==> src/rtl/exc_dispatch.sv <==
module exc_dispatch #(
  parameter int IP_W  = 16,
  parameter int VEC_W = 8,
  localparam int TBL_W = VEC_W + 2
) (
  input  logic             clk,
  input  logic             rst_n,
  input  logic             boundary,
  input  logic             flt_div,
  input  logic             flt_bound,
  input  logic             flt_undef,
  input  logic             flt_nocop,
  input  logic             flt_tbl,
  input  logic             flt_copseg,
  input  logic             mem_word,
  input  logic [IP_W-1:0]  mem_off,
  input  logic             bkpt_req,
  input  logic             into_req,
  input  logic             ovf_flag,
  input  logic             swint_req,
  input  logic [VEC_W-1:0] swint_num,
  input  logic             nmi_pin,
  input  logic             tf_in,
  input  logic [IP_W-1:0]  cur_ip,
  input  logic [IP_W-1:0]  nxt_ip,
  output logic             take,
  output logic [VEC_W-1:0] vec,
  output logic [TBL_W-1:0] tbl_addr,
  output logic [IP_W-1:0]  ret_ip,
  output logic             tf_clr
);

  typedef enum logic [2:0] {G_NONE, G_FLT, G_SW, G_NMI, G_STEP} grp_e;

  logic             wrap_flt, flt_any, sw_any, nmi_edge, nmi_any;
  logic             nmi_q, nmi_pend;
  logic [VEC_W-1:0] flt_vec, sw_vec, nxt_vec;
  grp_e             grp;

  assign wrap_flt = mem_word && (mem_off == {IP_W{1'b1}});
  assign flt_any  = flt_div | flt_bound | flt_undef | flt_nocop | flt_tbl | flt_copseg | wrap_flt;
  assign sw_any   = bkpt_req | (into_req & ovf_flag) | swint_req;
  assign nmi_edge = nmi_pin & ~nmi_q;
  assign nmi_any  = nmi_pend | nmi_edge;

  always_comb begin
    if      (flt_div)    flt_vec = VEC_W'(0);
    else if (flt_bound)  flt_vec = VEC_W'(5);
    else if (flt_undef)  flt_vec = VEC_W'(6);
    else if (flt_nocop)  flt_vec = VEC_W'(7);
    else if (flt_tbl)    flt_vec = VEC_W'(8);
    else if (flt_copseg) flt_vec = VEC_W'(9);
    else                 flt_vec = VEC_W'(13);
  end

  always_comb begin
    if      (bkpt_req)             sw_vec = VEC_W'(3);
    else if (into_req && ovf_flag) sw_vec = VEC_W'(4);
    else                           sw_vec = swint_num;
  end

  always_comb begin
    if      (flt_any) grp = G_FLT;
    else if (sw_any)  grp = G_SW;
    else if (nmi_any) grp = G_NMI;
    else if (tf_in)   grp = G_STEP;
    else              grp = G_NONE;
  end

  always_comb begin
    unique case (grp)
      G_FLT:   nxt_vec = flt_vec;
      G_SW:    nxt_vec = sw_vec;
      G_NMI:   nxt_vec = VEC_W'(2);
      G_STEP:  nxt_vec = VEC_W'(1);
      default: nxt_vec = '0;
    endcase
  end

  always_ff @(posedge clk) begin
    if (!rst_n) begin
      take     <= 1'b0;
      vec      <= '0;
      ret_ip   <= '0;
      nmi_q    <= 1'b0;
      nmi_pend <= 1'b0;
    end else begin
      nmi_q    <= nmi_pin;
      nmi_pend <= nmi_any & ~(boundary && grp == G_NMI);
      take     <= boundary && grp != G_NONE;
      if (boundary && grp != G_NONE) begin
        vec    <= nxt_vec;
        ret_ip <= (grp == G_FLT || grp == G_NMI) ? cur_ip : nxt_ip;
      end
    end
  end

  assign tbl_addr = {vec, 2'b00};
  assign tf_clr   = take;

  p_no_boundary_r2: assert property (@(posedge clk) disable iff (!rst_n)
    !$past(boundary) |-> !take);

  p_fault_ret_r3: assert property (@(posedge clk) disable iff (!rst_n)
    $past(boundary && flt_any) |-> take && ret_ip == $past(cur_ip));

  p_nmi_r6: assert property (@(posedge clk) disable iff (!rst_n)
    $past(boundary && nmi_any && !flt_any && !sw_any)
      |-> take && vec == VEC_W'(2) && ret_ip == $past(cur_ip));

  p_step_r7: assert property (@(posedge clk) disable iff (!rst_n)
    $past(boundary && tf_in && !flt_any && !sw_any && !nmi_any)
      |-> take && vec == VEC_W'(1) && ret_ip == $past(nxt_ip));

  p_reserved_r10: assert property (@(posedge clk) disable iff (!rst_n)
    (take && ((vec >= 10 && vec <= 12) || vec == 14 || vec == 15 || (vec >= 17 && vec <= 31)))
      |-> $past(swint_req));

endmodule

==> config.mk <==
export PLATFORM = sky130hd
export DESIGN_NAME = exc_dispatch
export DESIGN_NICKNAME = d
export VERILOG_FILES = /design/src/rtl/exc_dispatch.sv
export SDC_FILE = /design/constraint.sdc
export NUM_CORES = 1
export LEC_CHECK = 0
export ABC_CLOCK_PERIOD_IN_PS = 2940
export CORE_ASPECT_RATIO = 1.5
export CORE_MARGIN = 2
export CORE_UTILIZATION = 37
export DETAILED_ROUTE_END_ITERATION = 8
export PLACE_DENSITY = 0.95
export RECOVER_POWER = 100
export SLEW_MARGIN = 20
export SYNTH_ARGS = -nofsm -noshare
export SYNTH_HDL_FRONTEND = slang
export SYNTH_SLANG_ARGS = --single-unit
==> constraint.sdc <==
create_clock -name clk -period 2.94 [get_ports clk]
set_clock_uncertainty 0.15 [all_clocks]
set_input_delay 0.294 -clock clk [delete_from_list [all_inputs] [get_ports clk]]
set_output_delay 0.294 -clock clk [all_outputs]
set_load 0.02 [all_outputs]
* Yosys cells after proc, flatten, opt, wreduce, memory -nomap -nowiden
Cells that the tools add are included.
** Storage, ports and cells
- Bits in registers :: 27
- Input bits :: 72
- Output and inout bits :: 36
- Logic and storage cells :: 44
** Cells by class
- Equality and inequality tests :: 5
- Muxes and demuxes :: 14
- Bitwise logic cells :: 14
- Reduce and logical (&&, ||, !) cells :: 6
** Operators by type and width (count)
- $pmux 8 s4 :: 1
- $mux 3 :: 6
- $eq 16x16->1 const B :: 1
- $mux 16 :: 1
- $mux 4 :: 4
- $mux 8 :: 2
- $or 1x1->1 :: 9
- $eq 3x2->1 const B :: 2
- $logic_and 1x1->1 :: 4
- $and 1x1->1 :: 3
- $eq 3x1->1 const B :: 1
- $eq 3x3->1 const B :: 1
- $reduce_bool 3->1 :: 1
- $not 1->1 :: 2
- $logic_or 1x1->1 :: 1

* Depth between registers and ports, before layout
- Depth in word-level cells :: 11
- Depth in mapped cells :: 7
- Depth with buffers taken out :: 5

* Worst setup path after synthesis
OpenSTA, ideal clock, no wires.
- Path type :: input to register
- Start point :: in flt_div
- End point :: reg vec[3]
- Setup time :: 0.118 ns
- Arrival :: 1.673 ns
- Required time :: 2.672 ns
- Setup slack :: 0.999 ns
- Stages on the path :: 6
- Path buffers :: 1
- Cell sequence :: nor4_2 nand2_1 o41a_1 or2_1 buf_6 o2111a_1
** Between the ends
- Word-level cells in the longest chain between the ends :: 9
- Elaborated cells on any way between the ends :: 15
- Those cells by class :: eq/ne: 4; mux: 3; bitwise: 6; reduce/logical: 2
** Ends and longest elaborated chain
- start, declared :: line 9 : input logic flt_div,
- $or 1x1->1 (6 in series) :: line 41 : assign flt_any = flt_div | flt_bound | flt_undef | flt_nocop | flt_tbl | flt_copseg | wrap_flt;
- $mux 3 :: line 63 : if (flt_any) grp = G_FLT;
- $eq 3x3->1 (tied with other cells) :: line 71 : unique case (grp)
- $pmux 8 s4 / $logic_and 1x1->1 (equally long branches) :: line 71, 91
- end signal, assigned :: line 92 : vec <= nxt_vec;
- end, declared :: line 27 : output logic [VEC_W-1:0] vec,
Parallel ways exist; a longest one is shown, timed or not.
A chain may end at the register's enable or synchronous reset.

* Final worst setup path
- Start point :: in flt_div
- End point :: reg ret_ip[2]
** Between the ends
- Word-level cells in the longest chain between the ends :: 10
- Elaborated cells on any way between the ends :: 13
- Those cells by class :: eq/ne: 2; mux: 2; bitwise: 6; reduce/logical: 3
** Ends and longest elaborated chain
- $or 1x1->1 (*) (6 in series) :: line 41
- $mux 3 (*) :: line 63
- $eq 3x1->1 / $eq 3x2->1 (equally long branches) :: line 93 : ret_ip <= (grp == G_FLT || grp == G_NMI) ? cur_ip : nxt_ip;
- $logic_or 1x1->1 :: line 93
- $mux 16 :: line 93
- end signal, assigned :: line 93
- end, declared :: line 29 : output logic [IP_W-1:0] ret_ip,
Mark *: on every way between the ends. The rest lies on a longest branch, timed or not.

==> impl_metrics.ini <==
[outcome]
status = finished, final reports clean

[detailed_routing]
detail_route.iter0.violations = 66
routed_wirelength_mm = 5.03
route.detailed.wl_per_inst_um = 15.8
num_vias = 1797
first_pass_detailed_route_iteration_total = 4
routed_via_density = 5.65
detail-route-antenna-nets = 0
route.detailed.drc = 0

[setup_path]
worstPathArrival_ns = 2.57
endpoint_kind = register
cp.buffers_inverters = 2
maximum_fanout_along_the_worst_path = 12
criticalPathCategory = in2reg
cpMaxStageDelayCell = sky130_fd_sc_hd__clkdlybuf4s50_1
cells_along_the_critical_path = clkdlybuf4s50_1 -> nor4_1 -> nand2_1 -> o41a_1 -> or2_0 -> buf_4 -> a31oi_1
critical_path.max_stage_delay_ns = 0.47
cp_top_delay_family = simple AND/OR/NAND/NOR gates
worst-endpoint-required_ns = 2.99
critical_path.startpoint_type = input pin

[layout]
multi_input_comb_area_um2 = 777
sequential_cell_area_um2 = 541
postLayoutCellArea_mm2 = 0.00252
layout-drive-gt1-share = 0.0330
layout.filler_cells = 322
antenna-diode-count = 0
finish.utilization = 0.648
areaGrowthSynthToFinish_pct = 70.0
final_cell_mix = sky130_fd_sc_hd__clkdlybuf4s50_1, sky130_fd_sc_hd__dlygate4sd3_1, sky130_fd_sc_hd__dfxtp_1
final_common_cell = sky130_fd_sc_hd__clkdlybuf4s50_1
nets = 346

[synth]
number_of_flops_mapped_to_enable_cells_by_yosys = 0
share_of_synthesized_area_occupied_by_flip_flops_and_latches = 0.365
synthCells = 183
netlist_area_mm2 = 0.00148
ys_dominant_reg_cell = sky130_fd_sc_hd__dfxtp_1
yosys_warnings = 0
yosys_register_bits = 27
number_of_library_cell_types_mapped_by_synthesis = 35
synth_async_reset_ratio = 0
syn-mean-instance-area_um2 = 8.10

[global_route]
gr-usage-all-layers = 0.226
grt_max_degree = 30
grt_first_pass_wirelength_mm = 8.31
grt_antenna_before_repair = 0
grt_remaining_overflow = 0
grt_pass1_vias = 1770

[power]
ir_drop_mv = 0.264
power_density_mw_per_mm2 = 337
power_leakage_nw = 0.972
report.power.total_w = 0.000849

[sta]
min_period_ns = 2.52
tightestPinTransition_ns = 1.21
clock.fmax_ghz = 0.396
timing.final.setup_violations = 0
final-max-slew-violation-count = 0
fin_tns_setup_ns = 0
timing.final.ws_setup_ns = 0.416
post-route-period-util = 0.859
final-hold-violation-count = 0
relSlewSlack = 0.195
setup_repair_after_global_routing_missed_its_margin = no

[floorplan]
num_rows = 28
coreArea_mm2 = 0.00389
pin_count = 108
design.die.area_mm2 = 0.00454
dieHeight_um = 81.5
fp.dieW_um = 55.7
initial_core_util = 0.381

[place]
numPortBuffers = 105
dp.final_hpwl_mm = 3.83
globalplace.congestion = 0.854
place_ws_ns = 0.310
placed_cell_area_mm2 = 0.00248

[run]
maxCapViolCount = 0

[cts]
htree_levels = 1
cts_root_buffer = sky130_fd_sc_hd__clkbuf_8
source_to_sink_clock_delay_at_the_later_pin_of_the_worst_skew_pair_ns = 0.27
post_cts.repair.setup_buffers = 0
cts_tree = yes
cts_inserted_buffers = 3
clkSlewWorstSetupHoldPaths_ns = 0.09
post_cts_resized = 0
clk_path_buf_depth = 2
cts_hold_repair_buffers = 0
clock_sink_count = 27

[hold_path]
timing.hold.worst.class = reg2reg
cell type report:
class | count | area share
repair buffers | 110 | 0.431
multi-input cells | 128 | 0.308
flip-flops and latches | 27 | 0.215
well taps | 45 | 0.0224
clock buffers | 4 | 0.0179
inverters | 4 | 0.00596
cells in the mapped netlist (2+ instances only):
cell / instances / area share
sky130_fd_sc_hd__o31ai_1: 17 / 0.086
sky130_fd_sc_hd__o21ai_0: 19 / 0.064
sky130_fd_sc_hd__a21oi_1: 2 / 0.0068
sky130_fd_sc_hd__nand2b_1: 3 / 0.013
sky130_fd_sc_hd__nand4_1: 4 / 0.017
sky130_fd_sc_hd__buf_2: 3 / 0.010
sky130_fd_sc_hd__clkbuf_1: 10 / 0.025
sky130_fd_sc_hd__dfxtp_1: 27 / 0.36
sky130_fd_sc_hd__a31oi_1: 18 / 0.076
sky130_fd_sc_hd__inv_1: 4 / 0.010
sky130_fd_sc_hd__nand3_1: 19 / 0.064
sky130_fd_sc_hd__buf_4: 11 / 0.056
sky130_fd_sc_hd__and2_1: 3 / 0.013
sky130_fd_sc_hd__nor3_1: 3 / 0.010
sky130_fd_sc_hd__nor2_1: 6 / 0.015
sky130_fd_sc_hd__or4_1: 2 / 0.010
sky130_fd_sc_hd__nand2_1: 10 / 0.025
sky130_fd_sc_hd__o2111a_1: 2 / 0.015
sky130_fd_sc_hd__a32o_1: 4 / 0.027
metal layers:
metal,track usage,part of all wire
met1,0.258,0.37
met2,0.415,0.55
met3,0.0472,0.060
met4,0.0854,0.019
met5,0,0
registers in the layout, summed over array words and instances (netlist names):
signal    count
take          1
vec           8
nmi_pend      1
ret_ip       16
nmi_q         1
where the power goes:
group	switching, W	internal, W	total, W
Sequential	0.0000114	0.000387	0.000398
Clock	0.000112	0.0000969	0.000209
Combinational	0.000101	0.000141	0.000242
Total	0.000225	0.000625	0.000849
cell families (layout without fill, tap and decap cells):
kind of cell	Yosys count	in the layout	share of synthesized area
AND/OR/NAND/NOR	56	56	0.200
AO/OA/AOI/OAI	70	70	0.323
flip-flops	27	27	0.365
buffers and inverters	29	118	0.109
other	1	2	0.00253
final timing paths:
kind,startpoint,end,slack (ns),cells after the start
max reg2reg,nmi_q,ret_ip[2],0.85,6
min reg2reg,vec[2],vec[2],0.34,2
min,vec[2],vec[2],0.34,2
max,flt_div,ret_ip[2],0.42,7
per-stage QoR:
stage / hold slack, ns / std cells
floorplan: 0.266 / 184
global placement: 0.326 / 314
detailed placement: 0.333 / 314
CTS: 0.348 / 318
global route: 0.372 / 318
finish: 0.343 / 318
worst reg2reg max path: cells and delay by family (launching register included):
| family | cells | cell delay (ns) |
|---|---|---|
| and+or+nand+nor | 3 | 0.71 |
| AOI/OAI and AO/OA | 2 | 0.55 |
| DFF | 1 | 0.32 |
| buffers and inverters | 1 | 0.28 |
(Power assumes the default switching activity.)
